[config.mk]
export PLATFORM = sky130hd
export DESIGN_NAME = i2c_scl_rate_gen
export DESIGN_NICKNAME = d
export VERILOG_FILES = /design/src/rtl/i2c_sclgen_pkg.sv /design/src/rtl/i2c_sclgen_divsel.sv /design/src/rtl/i2c_sclgen_settle.sv /design/src/rtl/i2c_sclgen_phase.sv /design/src/rtl/i2c_scl_rate_gen.sv
export SDC_FILE = /design/constraint.sdc
export NUM_CORES = 1
export LEC_CHECK = 0
export ABC_CLOCK_PERIOD_IN_PS = 5500
export BUFFER_PORTS_ARGS = -buffer_cell sky130_fd_sc_hd__buf_2
export CAP_MARGIN = 15
export CELL_PAD_IN_SITES_DETAIL_PLACEMENT = 1
export CELL_PAD_IN_SITES_GLOBAL_PLACEMENT = 2
export CORE_UTILIZATION = 42
export DETAILED_ROUTE_END_ITERATION = 12
export GPL_TIMING_DRIVEN = 0
export PLACE_DENSITY_LB_ADDON = 0.1
export SETUP_SLACK_MARGIN = 0.3
export SLEW_MARGIN = 20
export SYNTH_ARGS = -nofsm -noshare
export SYNTH_HDL_FRONTEND = slang
export SYNTH_HIERARCHICAL = 1
export SYNTH_SLANG_ARGS = --single-unit
[constraint.sdc]
create_clock -name clk -period 5.5 [get_ports clk]
set_input_delay 0.275 -clock clk [delete_from_list [all_inputs] [get_ports clk]]
set_output_delay 0.275 -clock clk [all_outputs]
set_load 0.1 [all_outputs]
[src/rtl/i2c_sclgen_pkg.sv]
package i2c_sclgen_pkg;
  // Line phase of the generator
  typedef enum logic [1:0] {
    PH_IDLE = 2'd0,  // disabled or settling, line released
    PH_LOW  = 2'd1,  // pulling SCL low
    PH_WAIT = 2'd2,  // released, waiting for the line to read high
    PH_HIGH = 2'd3   // counting the high phase
  } scl_phase_e;
endpackage

[src/rtl/i2c_sclgen_divsel.sv]
module i2c_sclgen_divsel #(
  parameter int CS_LO_W = 5,
  parameter int CS_HI_W = 6,
  parameter int LEN_W   = CS_LO_W + CS_HI_W + 1
) (
  input  logic               clk,
  input  logic               rst_n,
  input  logic               fast_i,
  input  logic [CS_LO_W-1:0] cs_lo_i,
  input  logic [CS_HI_W-1:0] cs_hi_i,
  output logic [LEN_W-1:0]   low_len_o,
  output logic [LEN_W-1:0]   high_len_o
);
  localparam int CS_W = CS_LO_W + CS_HI_W;

  logic [CS_W-1:0]  cs;
  logic [LEN_W-1:0] n_plus1;
  logic [LEN_W-1:0] low_nx;
  logic [LEN_W-1:0] high_nx;

  assign cs      = {cs_hi_i, cs_lo_i};
  assign n_plus1 = LEN_W'(cs) + LEN_W'(1);
  assign low_nx  = n_plus1 + LEN_W'(1);
  // fast mode halves the high phase; standard keeps it equal to the low phase
  assign high_nx = fast_i ? ((n_plus1 >> 1) + LEN_W'(1)) : low_nx;

  always_ff @(posedge clk or negedge rst_n) begin
    if (!rst_n) begin
      low_len_o  <= LEN_W'(2);
      high_len_o <= LEN_W'(2);
    end else begin
      low_len_o  <= low_nx;
      high_len_o <= high_nx;
    end
  end


  std_duty_chk: assert property (@(posedge clk) disable iff (!rst_n)
    !fast_i |=> (high_len_o == low_len_o));

  fast_duty_chk: assert property (@(posedge clk) disable iff (!rst_n)
    fast_i |=> (high_len_o < low_len_o));
endmodule

[src/rtl/i2c_sclgen_settle.sv]
module i2c_sclgen_settle #(
  parameter int SETTLE_CYCLES = 100
) (
  input  logic clk,
  input  logic rst_n,
  input  logic en_i,
  output logic rdy_o
);
  generate
    if (SETTLE_CYCLES == 0) begin : g_nowait
      assign rdy_o = en_i;
    end else begin : g_wait
      localparam int CNT_W = $clog2(SETTLE_CYCLES + 1);
      logic [CNT_W-1:0] cnt_q;

      always_ff @(posedge clk or negedge rst_n) begin
        if (!rst_n)                            cnt_q <= '0;
        else if (!en_i)                        cnt_q <= '0;
        else if (cnt_q != CNT_W'(SETTLE_CYCLES)) cnt_q <= cnt_q + CNT_W'(1);
      end

      assign rdy_o = en_i && (cnt_q == CNT_W'(SETTLE_CYCLES));


      ready_needs_enable_chk: assert property (@(posedge clk) disable iff (!rst_n)
        rdy_o |-> $past(en_i));
    end
  endgenerate
endmodule

[src/rtl/i2c_sclgen_phase.sv]
module i2c_sclgen_phase
  import i2c_sclgen_pkg::*;
#(
  parameter int LEN_W = 12
) (
  input  logic             clk,
  input  logic             rst_n,
  input  logic             en_i,
  input  logic             rdy_i,
  input  logic             scl_in_i,
  input  logic [LEN_W-1:0] low_len_i,
  input  logic [LEN_W-1:0] high_len_i,
  output logic             scl_low_o,
  output logic             fall_stb_o,
  output logic             rise_stb_o,
  output logic             sample_stb_o
);
  scl_phase_e       ph_q;
  logic [LEN_W-1:0] cnt_q;
  logic [LEN_W-1:0] low_last;
  logic [LEN_W-1:0] high_last;
  logic [LEN_W-1:0] half;

  assign low_last  = low_len_i - LEN_W'(1);
  assign high_last = high_len_i - LEN_W'(1);
  assign half      = high_len_i >> 1;

  always_ff @(posedge clk or negedge rst_n) begin
    if (!rst_n) begin
      ph_q  <= PH_IDLE;
      cnt_q <= '0;
    end else if (!en_i) begin
      ph_q  <= PH_IDLE;
      cnt_q <= '0;
    end else begin
      case (ph_q)
        PH_IDLE: if (rdy_i) begin
          ph_q  <= PH_LOW;
          cnt_q <= '0;
        end
        PH_LOW: if (cnt_q == low_last) begin
          ph_q  <= PH_WAIT;
          cnt_q <= '0;
        end else begin
          cnt_q <= cnt_q + LEN_W'(1);
        end
        PH_WAIT: if (scl_in_i) begin
          // this cycle is index 0 of the high phase
          if (high_len_i == LEN_W'(1)) begin
            ph_q  <= PH_LOW;
            cnt_q <= '0;
          end else begin
            ph_q  <= PH_HIGH;
            cnt_q <= LEN_W'(1);
          end
        end else begin
          cnt_q <= LEN_W'(1);  // marks stretch cycles after the first
        end
        PH_HIGH: if (cnt_q == high_last) begin
          ph_q  <= PH_LOW;
          cnt_q <= '0;
        end else begin
          cnt_q <= cnt_q + LEN_W'(1);
        end
        default: begin
          ph_q  <= PH_IDLE;
          cnt_q <= '0;
        end
      endcase
    end
  end

  assign scl_low_o    = (ph_q == PH_LOW);
  assign fall_stb_o   = (ph_q == PH_LOW) && (cnt_q == '0);
  assign rise_stb_o   = (ph_q == PH_WAIT) && (cnt_q == '0);
  assign sample_stb_o = ((ph_q == PH_WAIT) && scl_in_i && (half == '0)) ||
                        ((ph_q == PH_HIGH) && (cnt_q == half));


  fall_first_chk: assert property (@(posedge clk) disable iff (!rst_n)
    $rose(scl_low_o) |-> fall_stb_o);

  release_on_disable_chk: assert property (@(posedge clk) disable iff (!rst_n)
    !en_i |=> !scl_low_o);

  stretch_hold_chk: assert property (@(posedge clk) disable iff (!rst_n)
    (ph_q == PH_WAIT && !scl_in_i && en_i) |=> (ph_q == PH_WAIT && !scl_low_o));

  sample_high_chk: assert property (@(posedge clk) disable iff (!rst_n)
    sample_stb_o |-> (scl_in_i && !scl_low_o));

  low_bound_chk: assert property (@(posedge clk) disable iff (!rst_n)
    (ph_q == PH_LOW) |-> (cnt_q < low_len_i));
endmodule

[src/rtl/i2c_scl_rate_gen.sv]
module i2c_scl_rate_gen #(
  parameter int CS_LO_W       = 5,
  parameter int CS_HI_W       = 6,
  parameter int SETTLE_CYCLES = 100
) (
  input  logic               clk,
  input  logic               rst_n,
  input  logic               enable_i,
  input  logic               fast_i,
  input  logic [CS_LO_W-1:0] cs_lo_i,
  input  logic [CS_HI_W-1:0] cs_hi_i,
  input  logic               scl_in_i,
  output logic               scl_low_o,
  output logic               fall_stb_o,
  output logic               rise_stb_o,
  output logic               sample_stb_o
);
  localparam int LEN_W = CS_LO_W + CS_HI_W + 1;

  logic [LEN_W-1:0] low_len;
  logic [LEN_W-1:0] high_len;
  logic             rdy;

  i2c_sclgen_divsel #(
    .CS_LO_W(CS_LO_W),
    .CS_HI_W(CS_HI_W),
    .LEN_W  (LEN_W)
  ) u_divsel (
    .clk       (clk),
    .rst_n     (rst_n),
    .fast_i    (fast_i),
    .cs_lo_i   (cs_lo_i),
    .cs_hi_i   (cs_hi_i),
    .low_len_o (low_len),
    .high_len_o(high_len)
  );

  i2c_sclgen_settle #(
    .SETTLE_CYCLES(SETTLE_CYCLES)
  ) u_settle (
    .clk  (clk),
    .rst_n(rst_n),
    .en_i (enable_i),
    .rdy_o(rdy)
  );

  i2c_sclgen_phase #(
    .LEN_W(LEN_W)
  ) u_phase (
    .clk         (clk),
    .rst_n       (rst_n),
    .en_i        (enable_i),
    .rdy_i       (rdy),
    .scl_in_i    (scl_in_i),
    .low_len_i   (low_len),
    .high_len_i  (high_len),
    .scl_low_o   (scl_low_o),
    .fall_stb_o  (fall_stb_o),
    .rise_stb_o  (rise_stb_o),
    .sample_stb_o(sample_stb_o)
  );
endmodule

# Word level (Yosys, flattened, before mapping)
# Cells that the tools add are included.
op_classes:
  add_sub_neg: 7
  n_eq_ne: 14
  n_mux: 17
  reduce_logical: 11
op_table:
  columns: ["cell", "n"]
  rows:
  - ["two-way mux 12 bit", 5]
  - ["one-hot mux 12 bit (4 select lines)", 1]
  - ["adder 11 x 1 -> 12 bit (second input constant)", 2]
  - ["adder 12 x 1 -> 12 bit (second input constant)", 2]
  - ["equality test 12 bit", 2]
  - ["logical NOT 12 bit", 2]
  - ["subtractor 12 x 1 -> 12 bit (second input constant)", 2]
  - ["two-way mux 7 bit", 2]
  - ["equality test 12 x 1 -> 1 bit (second input constant)", 1]
  - ["equality test 12 x 11 -> 1 bit", 1]
  - ["two-way mux 2 bit", 6]
  - ["one-hot mux 2 bit (4 select lines)", 1]
  - ["adder 7 x 1 -> 7 bit (second input constant)", 1]
  - ["equality test 7 bit (second input constant)", 1]
  - ["inequality test 7 bit (second input constant)", 1]
  - ["logical AND 1 bit", 6]
  - ["inequality test 3 x 2 -> 1 bit (second input constant)", 2]
  - ["inequality test 3 bit (second input constant)", 2]
  - ["equality test 2 bit (second input constant)", 2]
  - ["AND reduction 4 bit", 1]
  - ["equality test 2 x 1 -> 1 bit (second input constant)", 1]
  - ["logical NOT 2 bit", 1]
  - ["two-way mux 1 bit", 2]
  - ["inequality test 2 x 1 -> 1 bit (second input constant)", 1]
  - ["logical OR 1 bit", 1]
word_totals:
  reg_bits: 45
  in_bits: 16
  out_inout_bits: 4
  word_cells: 54

# Logic depth before layout (Yosys ltp)
depth:
  depth_word: 5
  depth_mapped: 11

# Cells and area by module
# Netlist, hierarchy kept.
by_module_without_submodules:
  columns: ["mod", "n_inst", "cells_each", "area_each_um2"]
  rows:
  - ["i2c_sclgen_phase", 1, 261, 2078.2]
  - ["i2c_sclgen_divsel", 1, 153, 1585.3]
  - ["i2c_sclgen_settle", 1, 39, 394.1]

# Worst setup path before layout
# OpenSTA, ideal clock, no wires.
synth_timing:
  path_type: "flip-flop to output port"
  start: "register u_phase.cnt_q[7]"
  end: "output sample_stb_o"
  arrival_ns: 3.230
  t_required_ns: 5.225
  setup_slack_ns: 1.995
  stages_incl_launch_ff: 6
  n_path_buf: 1
  cell_sequence: "dfrtp_1 clkbuf_1 xor2_1 nor4_1 nand4_1 o21ai_0"
synth_via:
  elab_chain_cells: 3
synth_rtl:
  columns: ["item", "line_no", "text"]
  rows:
  - ["from (decl)", "i2c_sclgen_phase.sv:19", "logic [LEN_W-1:0] cnt_q;"]
  - ["from (signal assigned)", "i2c_sclgen_phase.sv:45", "cnt_q <= cnt_q + LEN_W'(1);"]
  - ["from (signal assigned)", "i2c_sclgen_phase.sv:63", "cnt_q <= cnt_q + LEN_W'(1);"]
  - ["equality test 12 x 11 -> 1 bit", "i2c_sclgen_phase.sv:77", "((ph_q == PH_HIGH) && (cnt_q == half));"]
  - ["logical AND 1 bit", "i2c_sclgen_phase.sv:77", null]
  - ["logical OR 1 bit", "i2c_sclgen_phase.sv:76", "assign sample_stb_o = ((ph_q == PH_WAIT) && scl_in_i && (half == '0)) ||"]
  - ["to (decl)", "i2c_scl_rate_gen.sv:16", "output logic sample_stb_o"]
# Every way passes these cells.

# Worst setup path in the final report
# Ends and elaborated chain as after synthesis.

==> flow_summary_export.csv <==
group,metric,value,unit
outcome,outcome,"finished with violations",
outcome,violations,"negative hold slack",
detailed_routing,finalWirelength,10900,um
power_and_ir_drop,ir_drop,0.000121,V
setup_path,end_kind,"output port",
clock_tree,cts.sinks,45,
detailed_routing,ant_nets,0,
logic_synthesis,syn-mean-instance-area,8.96,sq um
clock_tree,holdBufCountCts,0,
floorplan,die_w,100,um
cells_and_area,diodes,0,
power_and_ir_drop,power.static_leakage,1.72,nW
logic_synthesis,seq_area_frac_synth,27.8,%
cells_and_area,syn_to_final_growth,8.54,%
place,gp_congestion,0.776,
setup_path,crit_path_max_fanout,10,
sta,relSlewSlack,52.9,%
place,dp_cells,599,
clock_tree,path_clk_slew,0.10,ns
logic_synthesis,syn_nets,485,
floorplan,ios,20,
detailed_routing,dr.pass1.iters,4,
clock_tree,ctsRootBufferMaster,"clkbuf_8",
setup_path,arrival,2.77,ns
sta,slew_viol_final,0,
detailed_routing,vias,3438,
clock_tree,max-clock-path-buffers,2,
floorplan,core,9280,sq um
setup_path,reg2reg_slack,2.62,ns
logic_synthesis,synth_edf_count,0,
grt,antenna_found_initial,0,
sta,layout_min_cycle_time,3.04,ns
logic_synthesis,synth_seq_cells,45,
setup_path,r2r.worst_path.cells,10,
sta,worst_pin_slew,0.702,ns
floorplan,die_h,100,um
clock_tree,cts_resized,0,
sta,skew,0.0128,ns
worst_hold_path,hp-class,"primary input to async pin",
grt,overflow,0,
cells_and_area,stdcell_count,607,
clock_tree,htree_levels,2,
sta,holdWs,-0.0389,ns
logic_synthesis,yosysTopAreaCellShare,26.5,%
grt,grt_first_pass_wirelength,18300,um
floorplan,floorplan.initialDensity,43.7,%
detailed_routing,route.detailed.drc,0,
detailed_routing,wire_per_inst,18.0,um
logic_synthesis,synth_common_cells,"43 x dfrtp_1, 38 x xnor2_1, 37 x nand2_1, 23 x nor2_1, 21 x inv_1",
detailed_routing,first_iter_violations,102,
setup_path,rr_startpoint,"u_divsel/low_len_o[1]",
logic_synthesis,ys_types,80,
grt,grt_use_total,23.3,%
cells_and_area,final_nets,509,
cells_and_area,drive_above_1_share,17.6,%
sta,finalHoldViolations,43,
logic_synthesis,synth_cells,453,
setup_path,r2r-end,"u_phase/cnt_q[9]",
clock_tree,numCtsBuffers,5,
sta,setup_viol,0,
job,cap_violations,0,
logic_synthesis,synth-warning-count,6,
setup_path,required,5.22,ns
place,portBuffers,17,
sta,layout_worst_path_cycle_share,55.3,%
sta,setup-tns-final,0,ns
grt,grt_max_degree,46,
grt,grt_pass1_vias,3555,
floorplan,die_area,10100,sq um
setup_path,crit_type,"register to output port",
sta,fmax,329,MHz
logic_synthesis,ys.flop_type,"dfrtp_1",
logic_synthesis,ys_top_cells_by_area,"dfrtp_1 27%, xnor2_1 8.2%, ha_1 4.9%",
clock_tree,postCtsSetupRepairBufs,0,
logic_synthesis,synth-async-reset-ratio,100,%
power_and_ir_drop,power_density,185,nW/um^2
logic_synthesis,yosysTopAreaCell,"dfrtp_1",
detailed_routing,vias_per_cell,5.66,
setup_path,critPathLaunchType,"register",
logic_synthesis,yosysMostFrequentCell,"dfrtp_1",
floorplan,rows,35,
setup_path,cp-startpoint,"u_phase/cnt_q[7]",
clock_tree,clk_latency,0.31,ns
place,hpwl,8540,um
clock_tree,cts_tree,"built",
sta,rsz0062_at_grt,"false",
logic_synthesis,synthesis.area,4060,sq um
cells by family (layout without fill, tap and decap cells):
logic type	after synthesis	in the layout	synth area share [%]
DFF	45	45	27.8
xor gates and xnor gates	59	59	13.1
AOI/OAI and AO/OA	86	86	16.2
buffers and inverters	50	75	6.29
and+or+nand+nor	185	185	28.5
adders and majority gates	16	16	4.93
muxes	12	12	3.18
how the worst max path moves through the flow:
stage / endpoint / slack, ns / cells after the start
global placement: u_phase/cnt_q[11] / 2.68 / 10
detailed placement: u_phase/cnt_q[9] / 2.64 / 10
global route: sample_stb_o / 2.35 / 6
finish: sample_stb_o / 2.46 / 6
CTS: sample_stb_o / 2.51 / 6
floorplan: sample_stb_o / 1.99 / 5
report_power, final:
| part | switching [W] | internal, W |
|---|---|---|
| clock | 0.000132 | 0.0000961 |
| sequential | 0.0000283 | 0.000352 |
| combinational | 0.000120 | 0.0000887 |
| total | 0.000280 | 0.000536 |
placed cells by master (no fill, tap or decap), types with 3 or more instances in the layout:
cell type / netlist / routed
nand3_1: 13 / 13
buf_2: 9 / 25
mux2i_1: 5 / 5
a211oi_1: 7 / 7
nand4_1: 10 / 10
or3_1: 6 / 6
nand4b_1: 3 / 3
and2_1: 5 / 5
xnor2_1: 38 / 38
a21oi_1: 13 / 13
nor4_4: 3 / 3
xor2_1: 20 / 20
nand2_1: 37 / 37
a21o_1: 7 / 7
dfrtp_1: 43 / 43
a221oi_1: 8 / 8
nor4b_1: 3 / 3
nand3b_1: 4 / 4
nor2b_1: 6 / 6
nor3b_1: 6 / 6
a31oi_1: 6 / 6
o21ai_0: 11 / 11
clkbuf_8: 0 / 5
or2_2: 3 / 3
nor2_1: 23 / 23
and3_1: 6 / 6
nor4_1: 7 / 7
mux2_2: 7 / 7
a21boi_1: 3 / 3
o211ai_1: 3 / 3
ha_1: 16 / 16
clkbuf_1: 10 / 10
inv_1: 21 / 21
nand2b_1: 11 / 11
buf_6: 6 / 6
nor3_1: 16 / 16
buf_4: 3 / 4
sequential cells by signal, indices dropped and copies added (netlist names):
register,cells
u_divsel/low_len_o,12
u_settle/g_wait.cnt_q,7
u_phase/cnt_q,12
u_phase/ph_q,2
u_divsel/high_len_o,12
final cells by class:
type	count	area, sq um
Clock buffer	5	68.8
Buffer	29	176
Tap cell	129	161
Timing Repair Buffer	17	87.6
Fill cell	1130	4880
Clock inverter	3	28.8
Sequential cell	45	1130
Multi-Input combinational cell	358	2670
Inverter	21	78.8
through the flow:
step,area (sq um),setup slack [ns],util [%],total power [W]
final,4400,2.46,47.4,0.000817
after global routing,4400,2.35,47.4,0.000861
after CTS,4400,2.51,47.4,0.000825
after detailed placement,4300,2.64,46.4,0.000595
after global placement,4300,2.68,46.4,0.000588
after floorplan,4060,1.99,-,0.000531
worst max-delay path, stage by stage, from the launching register on:
cell and delay (ns):
dfrtp_1 0.46, clkbuf_1 0.42, xor2_1 0.13, nor4_1 0.50, nand4_1 0.14, o21ai_0 0.31
buf_2 0.49
routing by layer:
| layer | share of wire, % | global-route usage (%) | vias up |
|---|---|---|---|
| li1 | - | - | 1663 |
| met1 | 47 | 30.8 | 1690 |
| met2 | 48 | 39.5 | 64 |
| met3 | 2.9 | 2.72 | 21 |
| met4 | 2.4 | 8.14 | 0 |
| met5 | 0 | 0 | - |
Power figures use the tool's default switching activity.
